--- src/rtl/fsv_pkg.sv ---
package fsv_pkg;
    typedef enum logic {
        ST_WARM = 1'b0,
        ST_FULL = 1'b1
    } fsv_state_e;
endpackage

--- src/rtl/fsv_lfsr.sv ---
module fsv_lfsr #(
    parameter int          W     = 16,
    parameter logic [W-1:0] TAPS = 16'hB400,
    parameter logic [W-1:0] SEED = 16'hACE1
) (
    input  logic         clk,
    input  logic         rst_n,
    output logic [W-1:0] value
);
    logic [W-1:0] nxt;

    always_comb begin
        nxt = {1'b0, value[W-1:1]};
        if (value[0]) nxt = nxt ^ TAPS;
    end

    always_ff @(posedge clk) begin
        if (!rst_n) value <= SEED;
        else        value <= nxt;
    end
endmodule

--- src/rtl/fsv_fill_stack.sv ---
module fsv_fill_stack #(
    parameter int WAYS  = 8,
    parameter int WAY_W = $clog2(WAYS)
) (
    input  logic                        clk,
    input  logic                        rst_n,
    input  logic                        fill_valid,
    input  logic [WAY_W-1:0]            fill_way,
    input  logic                        hit_valid,
    input  logic [WAY_W-1:0]            hit_way,
    output logic [WAYS-1:0]             valid,
    output logic [WAYS-1:0][WAY_W-1:0]  pos,
    output logic [WAYS-1:0]             hitf
);
    logic [WAYS-1:0]            valid_d;
    logic [WAYS-1:0][WAY_W-1:0] pos_d;
    logic [WAYS-1:0]            hitf_d;
    logic                       old_valid;
    logic [WAY_W-1:0]           old_pos;

    assign old_valid = valid[fill_way];
    assign old_pos   = pos[fill_way];

    always_comb begin
        valid_d = valid;
        pos_d   = pos;
        hitf_d  = hitf;
        for (int i = 0; i < WAYS; i++) begin
            if (fill_valid && fill_way == WAY_W'(i)) begin
                valid_d[i] = 1'b1;
                pos_d[i]   = '0;
                hitf_d[i]  = 1'b0;
            end else if (fill_valid && valid[i] && (!old_valid || pos[i] < old_pos)) begin
                pos_d[i]  = pos[i] + 1'b1;
                hitf_d[i] = 1'b0;
            end else if (hit_valid && hit_way == WAY_W'(i) && valid[i]) begin
                hitf_d[i] = 1'b1;
            end
        end
    end

    always_ff @(posedge clk) begin
        if (!rst_n) begin
            valid <= '0;
            pos   <= '0;
            hitf  <= '0;
        end else begin
            valid <= valid_d;
            pos   <= pos_d;
            hitf  <= hitf_d;
        end
    end
endmodule

--- src/rtl/fsv_pick.sv ---
module fsv_pick #(
    parameter int WAYS  = 8,
    parameter int WAY_W = $clog2(WAYS)
) (
    input  logic [WAYS-1:0]            valid,
    input  logic [WAYS-1:0][WAY_W-1:0] pos,
    input  logic [WAYS-1:0]            hitf,
    input  logic [WAY_W-1:0]           knee,
    output logic [WAY_W-1:0]           empty_way,
    output logic                       cand_found,
    output logic [WAY_W-1:0]           cand_way,
    output logic [WAY_W-1:0]           bottom_way
);
    localparam logic [WAY_W-1:0] BOTTOM = WAY_W'(WAYS - 1);

    logic [WAY_W-1:0] best_pos;

    always_comb begin
        empty_way = '0;
        for (int i = WAYS - 1; i >= 0; i--) begin
            if (!valid[i]) empty_way = WAY_W'(i);
        end
    end

    always_comb begin
        cand_found = 1'b0;
        cand_way   = '0;
        best_pos   = '1;
        for (int i = 0; i < WAYS; i++) begin
            if (valid[i] && pos[i] < knee && !hitf[i] &&
                (!cand_found || pos[i] < best_pos)) begin
                cand_found = 1'b1;
                cand_way   = WAY_W'(i);
                best_pos   = pos[i];
            end
        end
    end

    always_comb begin
        bottom_way = '0;
        for (int i = 0; i < WAYS; i++) begin
            if (valid[i] && pos[i] == BOTTOM) bottom_way = WAY_W'(i);
        end
    end
endmodule

--- src/rtl/fill_stack_victim_sel.sv ---
module fill_stack_victim_sel
    import fsv_pkg::*;
#(
    parameter int          WAYS    = 8,
    parameter int          LFSR_W  = 16,
    parameter logic [15:0] LFSR_TAPS = 16'hB400,
    parameter logic [15:0] LFSR_SEED = 16'hACE1,
    localparam int         WAY_W   = $clog2(WAYS)
) (
    input  logic              clk,
    input  logic              rst_n,
    input  logic              fill_valid,
    input  logic [WAY_W-1:0]  fill_way,
    input  logic              hit_valid,
    input  logic [WAY_W-1:0]  hit_way,
    input  logic              victim_req,
    input  logic [WAY_W-1:0]  knee,
    input  logic [LFSR_W-1:0] escape_thresh,
    output logic              victim_valid,
    output logic [WAY_W-1:0]  victim_way
);
    fsv_state_e                 state, state_nxt;
    logic [WAYS-1:0]            valid;
    logic [WAYS-1:0][WAY_W-1:0] pos;
    logic [WAYS-1:0]            hitf;
    logic [WAY_W-1:0]           empty_way, cand_way, bottom_way;
    logic                       cand_found;
    logic [LFSR_W-1:0]          rnd;
    logic                       escape;
    logic [WAYS-1:0]            fill_mask;

    fsv_fill_stack #(.WAYS(WAYS), .WAY_W(WAY_W)) u_stack (
        .clk(clk), .rst_n(rst_n),
        .fill_valid(fill_valid), .fill_way(fill_way),
        .hit_valid(hit_valid), .hit_way(hit_way),
        .valid(valid), .pos(pos), .hitf(hitf)
    );

    fsv_pick #(.WAYS(WAYS), .WAY_W(WAY_W)) u_pick (
        .valid(valid), .pos(pos), .hitf(hitf), .knee(knee),
        .empty_way(empty_way), .cand_found(cand_found),
        .cand_way(cand_way), .bottom_way(bottom_way)
    );

    fsv_lfsr #(.W(LFSR_W), .TAPS(LFSR_TAPS[LFSR_W-1:0]), .SEED(LFSR_SEED[LFSR_W-1:0])) u_lfsr (
        .clk(clk), .rst_n(rst_n), .value(rnd)
    );

    assign escape    = (rnd <= escape_thresh);
    assign fill_mask = fill_valid ? (WAYS'(1) << fill_way) : '0;

    // state register
    always_ff @(posedge clk) begin
        if (!rst_n) state <= ST_WARM;
        else        state <= state_nxt;
    end

    // transitions: T_SET_FULL moves ST_WARM to ST_FULL
    always_comb begin
        state_nxt = state;
        unique case (state)
            ST_WARM: if (&(valid | fill_mask)) state_nxt = ST_FULL;
            ST_FULL: state_nxt = ST_FULL;
            default: state_nxt = ST_WARM;
        endcase
    end

    // outputs
    always_comb begin
        victim_valid = victim_req;
        victim_way   = '0;
        unique case (state)
            ST_WARM: victim_way = empty_way;
            ST_FULL: victim_way = (cand_found && !escape) ? cand_way : bottom_way;
            default: victim_way = '0;
        endcase
    end
endmodule

--- config.mk ---
export PLATFORM = sky130hd
export DESIGN_NAME = fill_stack_victim_sel
export DESIGN_NICKNAME = d
export VERILOG_FILES = /design/src/rtl/fsv_pkg.sv /design/src/rtl/fsv_lfsr.sv /design/src/rtl/fsv_fill_stack.sv /design/src/rtl/fsv_pick.sv /design/src/rtl/fill_stack_victim_sel.sv
export SDC_FILE = /design/constraint.sdc
export NUM_CORES = 1
export LEC_CHECK = 0
export BUFFER_PORTS_ARGS = -buffer_cell sky130_fd_sc_hd__buf_2
export CELL_PAD_IN_SITES_DETAIL_PLACEMENT = 0
export CELL_PAD_IN_SITES_GLOBAL_PLACEMENT = 1
export CORE_ASPECT_RATIO = 0.8
export CORE_MARGIN = 1
export CORE_UTILIZATION = 44
export CTS_BUF_LIST = sky130_fd_sc_hd__clkbuf_4
export DETAILED_ROUTE_END_ITERATION = 10
export PLACE_DENSITY = 0.86
export SLEW_MARGIN = 20
export SYNTH_ARGS = -nofsm -noshare
export SYNTH_HDL_FRONTEND = slang
export SYNTH_SLANG_ARGS = --single-unit
--- constraint.sdc ---
create_clock -name clk -period 16.76 [get_ports clk]
set_clock_uncertainty 0.15 [all_clocks]
set_input_delay 3.352 -clock clk [delete_from_list [all_inputs] [get_ports clk]]
set_output_delay 3.352 -clock clk [all_outputs]
set_load 0.02 [all_outputs]
==> impl_metrics.py <==
metrics = {
    "logic_synthesis": {
        "synthAdderAreaFrac_pct": 18.2,
        "synth_top_family_by_area": "compound AO/OA/AOI/OAI gates",
        "synth_compound_area_share_pct": 23.0,
        "synth.largest_area_cell": "dfxtp_1",
        "ys_warn_count": 0,
        "seq_area_frac_synth_pct": 22.8,
        "synthCells": 576,
        "syn_area_per_cell_sq_um": 8.68,
        "ys.flop_type": "dfxtp_1",
        "synth_seq_cells": 57,
        "yosysUniqueCellTypes": 80,
        "synthArstFlopShare_pct": 0,
        "synth-simple-area-share_pct": 19.8,
        "synth_top_area_share_pct": 22.8,
        "synth_area_leaders": "dfxtp_1, ha_1, mux2i_1",
        "synth_edf_count": 0,
        "synth_xor_area_share_pct": 2.10,
        "synthMuxAreaShare_pct": 8.95,
        "synth_area_sq_um": 5000,
    },
    "drt": {
        "route.met2.wl_mm": 6.29,
        "wl_mm": 14.2,
        "via_per_inst": 5.78,
        "vias": 4658,
        "dr_wl_met3_um": 952,
        "drt_first_iter_violations": 388,
        "wirelength_met1_mm": 6.75,
        "highest_layer": "met4",
        "detail_route.wl_per_cell_um": 17.7,
        "dr.pass1.iters": 5,
        "drtAntennaViolNets": 0,
        "route.detailed.drc": 0,
    },
    "sta": {
        "rsz0062_at_grt": "true",
        "fin_crit_sh_pct": 99.7,
        "setup_slack_ns": 0.0467,
        "setup_viol": 0,
        "setup_tns_ns": 0,
        "slew-limit-headroom_pct": 32.9,
        "worst_pin_slew_ns": 0.978,
        "fin_worst_hold_slack_ns": 0.297,
        "slew_violations": 0,
        "hold_viol": 0,
        "fmaxAchievable_mhz": 59.8,
        "fin_crit_ns": 16.71,
    },
    "clock_network": {
        "cts_buffers": 9,
        "cts_sinks": 57,
        "hold_buffers": 0,
        "cts_max_level": 3,
        "clk_pin_slew_worst_paths_ns": 0.09,
        "clk_latency_ns": 0.43,
        "root_buffer": "clkbuf_4",
        "clockBufferDepth": 2,
        "cts_tree": "yes",
    },
    "floorplanning": {
        "initial_core_util_pct": 45.6,
        "rows": 34,
        "die_area_sq_um": 11800,
        "dieHeight_um": 97.4,
        "io_pins": 34,
        "die_w_um": 121,
        "coreArea_sq_um": 11000,
    },
    "global_route": {
        "grt_use_total_pct": 25.4,
        "grt_pass1_wl_mm": 23.4,
        "grt_pass1_vias": 4610,
        "antenna_found_initial": 0,
        "grt_max_degree": 34,
        "grt-ovfl-total": 0,
    },
    "finish": {
        "multiInputGateArea_sq_um": 3910,
        "layout_common_cells": "ha_1, dfxtp_1, buf_4",
        "final_core_util_pct": 56.0,
        "drive_above_1_share_pct": 27.5,
        "fillCellCount": 1017,
        "antenna_cells": 0,
        "final-seq-area_sq_um": 1140,
        "area_delta_synth_final_pct": 22.9,
        "instances_no_fill": 806,
        "fin_nets": 759,
        "layout_commonest_cell": "ha_1",
    },
    "worst_setup_path": {
        "cp_max_fo": 4,
        "endpoint_kind": "output port",
        "reg2reg_depth": 9,
        "critPathSlowestCell": "or4b_4",
        "worstReg2RegEnd": "u_stack.pos[23]$_SDFFE_PP0P_",
        "r2r-start": "u_stack.pos[7]$_SDFFE_PP0P_",
        "crit_end": "victim_way[0]",
        "reg2reg_slack_ns": 13.39,
        "critPathRequiredTime_ns": 13.26,
        "critPathMaxStageDelay_ns": 0.46,
        "crit_type": "input port to output port",
        "crit_path_start_kind": "input port",
        "crit_arrival_ns": 13.21,
        "path_common_cell": "o21ai_2",
        "critPathLaunch": "knee[2]",
    },
    "min_path": {
        "hold_class": "flop to flop",
    },
    "run": {
        "max-cap-violations": 0,
    },
    "power_and_ir_drop": {
        "peakVddDrop_uv": 48.0,
        "power.leakage_uw": 0.00274,
        "p_per_area_nw_per_um2": 54.9,
    },
    "placed_design": {
        "place_inst": 762,
        "hpwl_mm": 10.4,
        "dp_slack_ns": -0.443,
        "portBuffers": 31,
        "globalplace.congestion": 0.879,
    },
    "status": {
        "status": "finished, final reports clean",
    },
}
[critical path, delay by kind of cell]
family | cells | cell delay, ns
simple gates | 17 | 3.09
mux | 4 | 0.97
fa+ha+maj | 8 | 1.84
buf+inv | 7 | 0.61
compound gates | 24 | 3.34
[power by group]
part           total, uW  switching [uW]  internal, uW
Sequential           144            5.13           139
Combinational       79.0            41.5          37.4
Clock                114            55.2          59.0
Total                338             102           236
[registers in the layout, summed over array words and instances, names as in the netlist]
| name | flops |
|---|---|
| u_stack.pos | 24 |
| u_lfsr.value | 16 |
| u_stack.hitf | 8 |
| u_stack.valid | 8 |
| state | 1 |
[how the worst min path moves through the flow]
| stage | start | endpoint | slack (ns) | depth (start not counted) |
|---|---|---|---|---|
| 3_3_place_gp | u_lfsr.value[1]$_SDFF_PN0_ | u_lfsr.value[0]$_SDFF_PN1_ | 0.28 | 1 |
| 3_5_place_dp | u_lfsr.value[1]$_SDFF_PN0_ | u_lfsr.value[0]$_SDFF_PN1_ | 0.29 | 1 |
| 6_report | u_lfsr.value[1]$_SDFF_PN0_ | u_lfsr.value[0]$_SDFF_PN1_ | 0.30 | 1 |
| 5_1_grt | u_lfsr.value[1]$_SDFF_PN0_ | u_lfsr.value[0]$_SDFF_PN1_ | 0.33 | 1 |
| 4_1_cts | u_lfsr.value[1]$_SDFF_PN0_ | u_lfsr.value[0]$_SDFF_PN1_ | 0.31 | 1 |
| 2_1_floorplan | u_lfsr.value[1]$_SDFF_PN0_ | u_lfsr.value[0]$_SDFF_PN1_ | 0.27 | 1 |
[per-stage QoR]
step | instance area [sq um] | power [uW]
floorplan | 5030 | 191
global placement | 5470 | 209
detailed placement | 5470 | 211
CTS | 5940 | 333
global route | 6150 | 355
finish | 6150 | 338
[per-layer routing]
layer | vias to the layer above | GRT usage [%]
li1 | 2291 | -
met1 | 2204 | 35.6
met2 | 140 | 38.7
met3 | 23 | 6.04
met4 | 0 | 6.93
met5 | - | 0
[cell usage after synthesis (10+ instances only)]
master     n
mux2i_1   23
inv_1     38
a31oi_1   11
o21a_1    30
nand3_1   18
nor2_1    49
a21oi_1   21
nand2_1   27
ha_1      72
nand2b_1  19
clkbuf_1  13
and2_1    12
nor2b_1   10
o21ai_0   31
dfxtp_1   57
[cell families after synthesis]
kind of cell	after synthesis
AND/OR/NAND/NOR	181
AO/OA/AOI/OAI	161
adder cells (fa/ha/maj)	73
flip-flops	57
buffers and inverters	57
multiplexers	34
XOR/XNOR	12
other	1
[what timing repair did]
item                                    in CTS  in global routing
endpoints found under the setup margin       3                  3
gates resized for setup                     37                 28
pin swaps                                   28                 28
setup buffers                               21                  7
[cell type report]
class                           instances  area share [%]
Clock buffer                            9            1.10
Clock inverter                          7            1.38
Inverter                               38            2.38
Multi-Input combinational cell        464            63.6
Sequential cell                        57            18.6
Tap cell                              144            2.93
Timing Repair Buffer                   87            10.0
(Power assumes the default switching activity.)
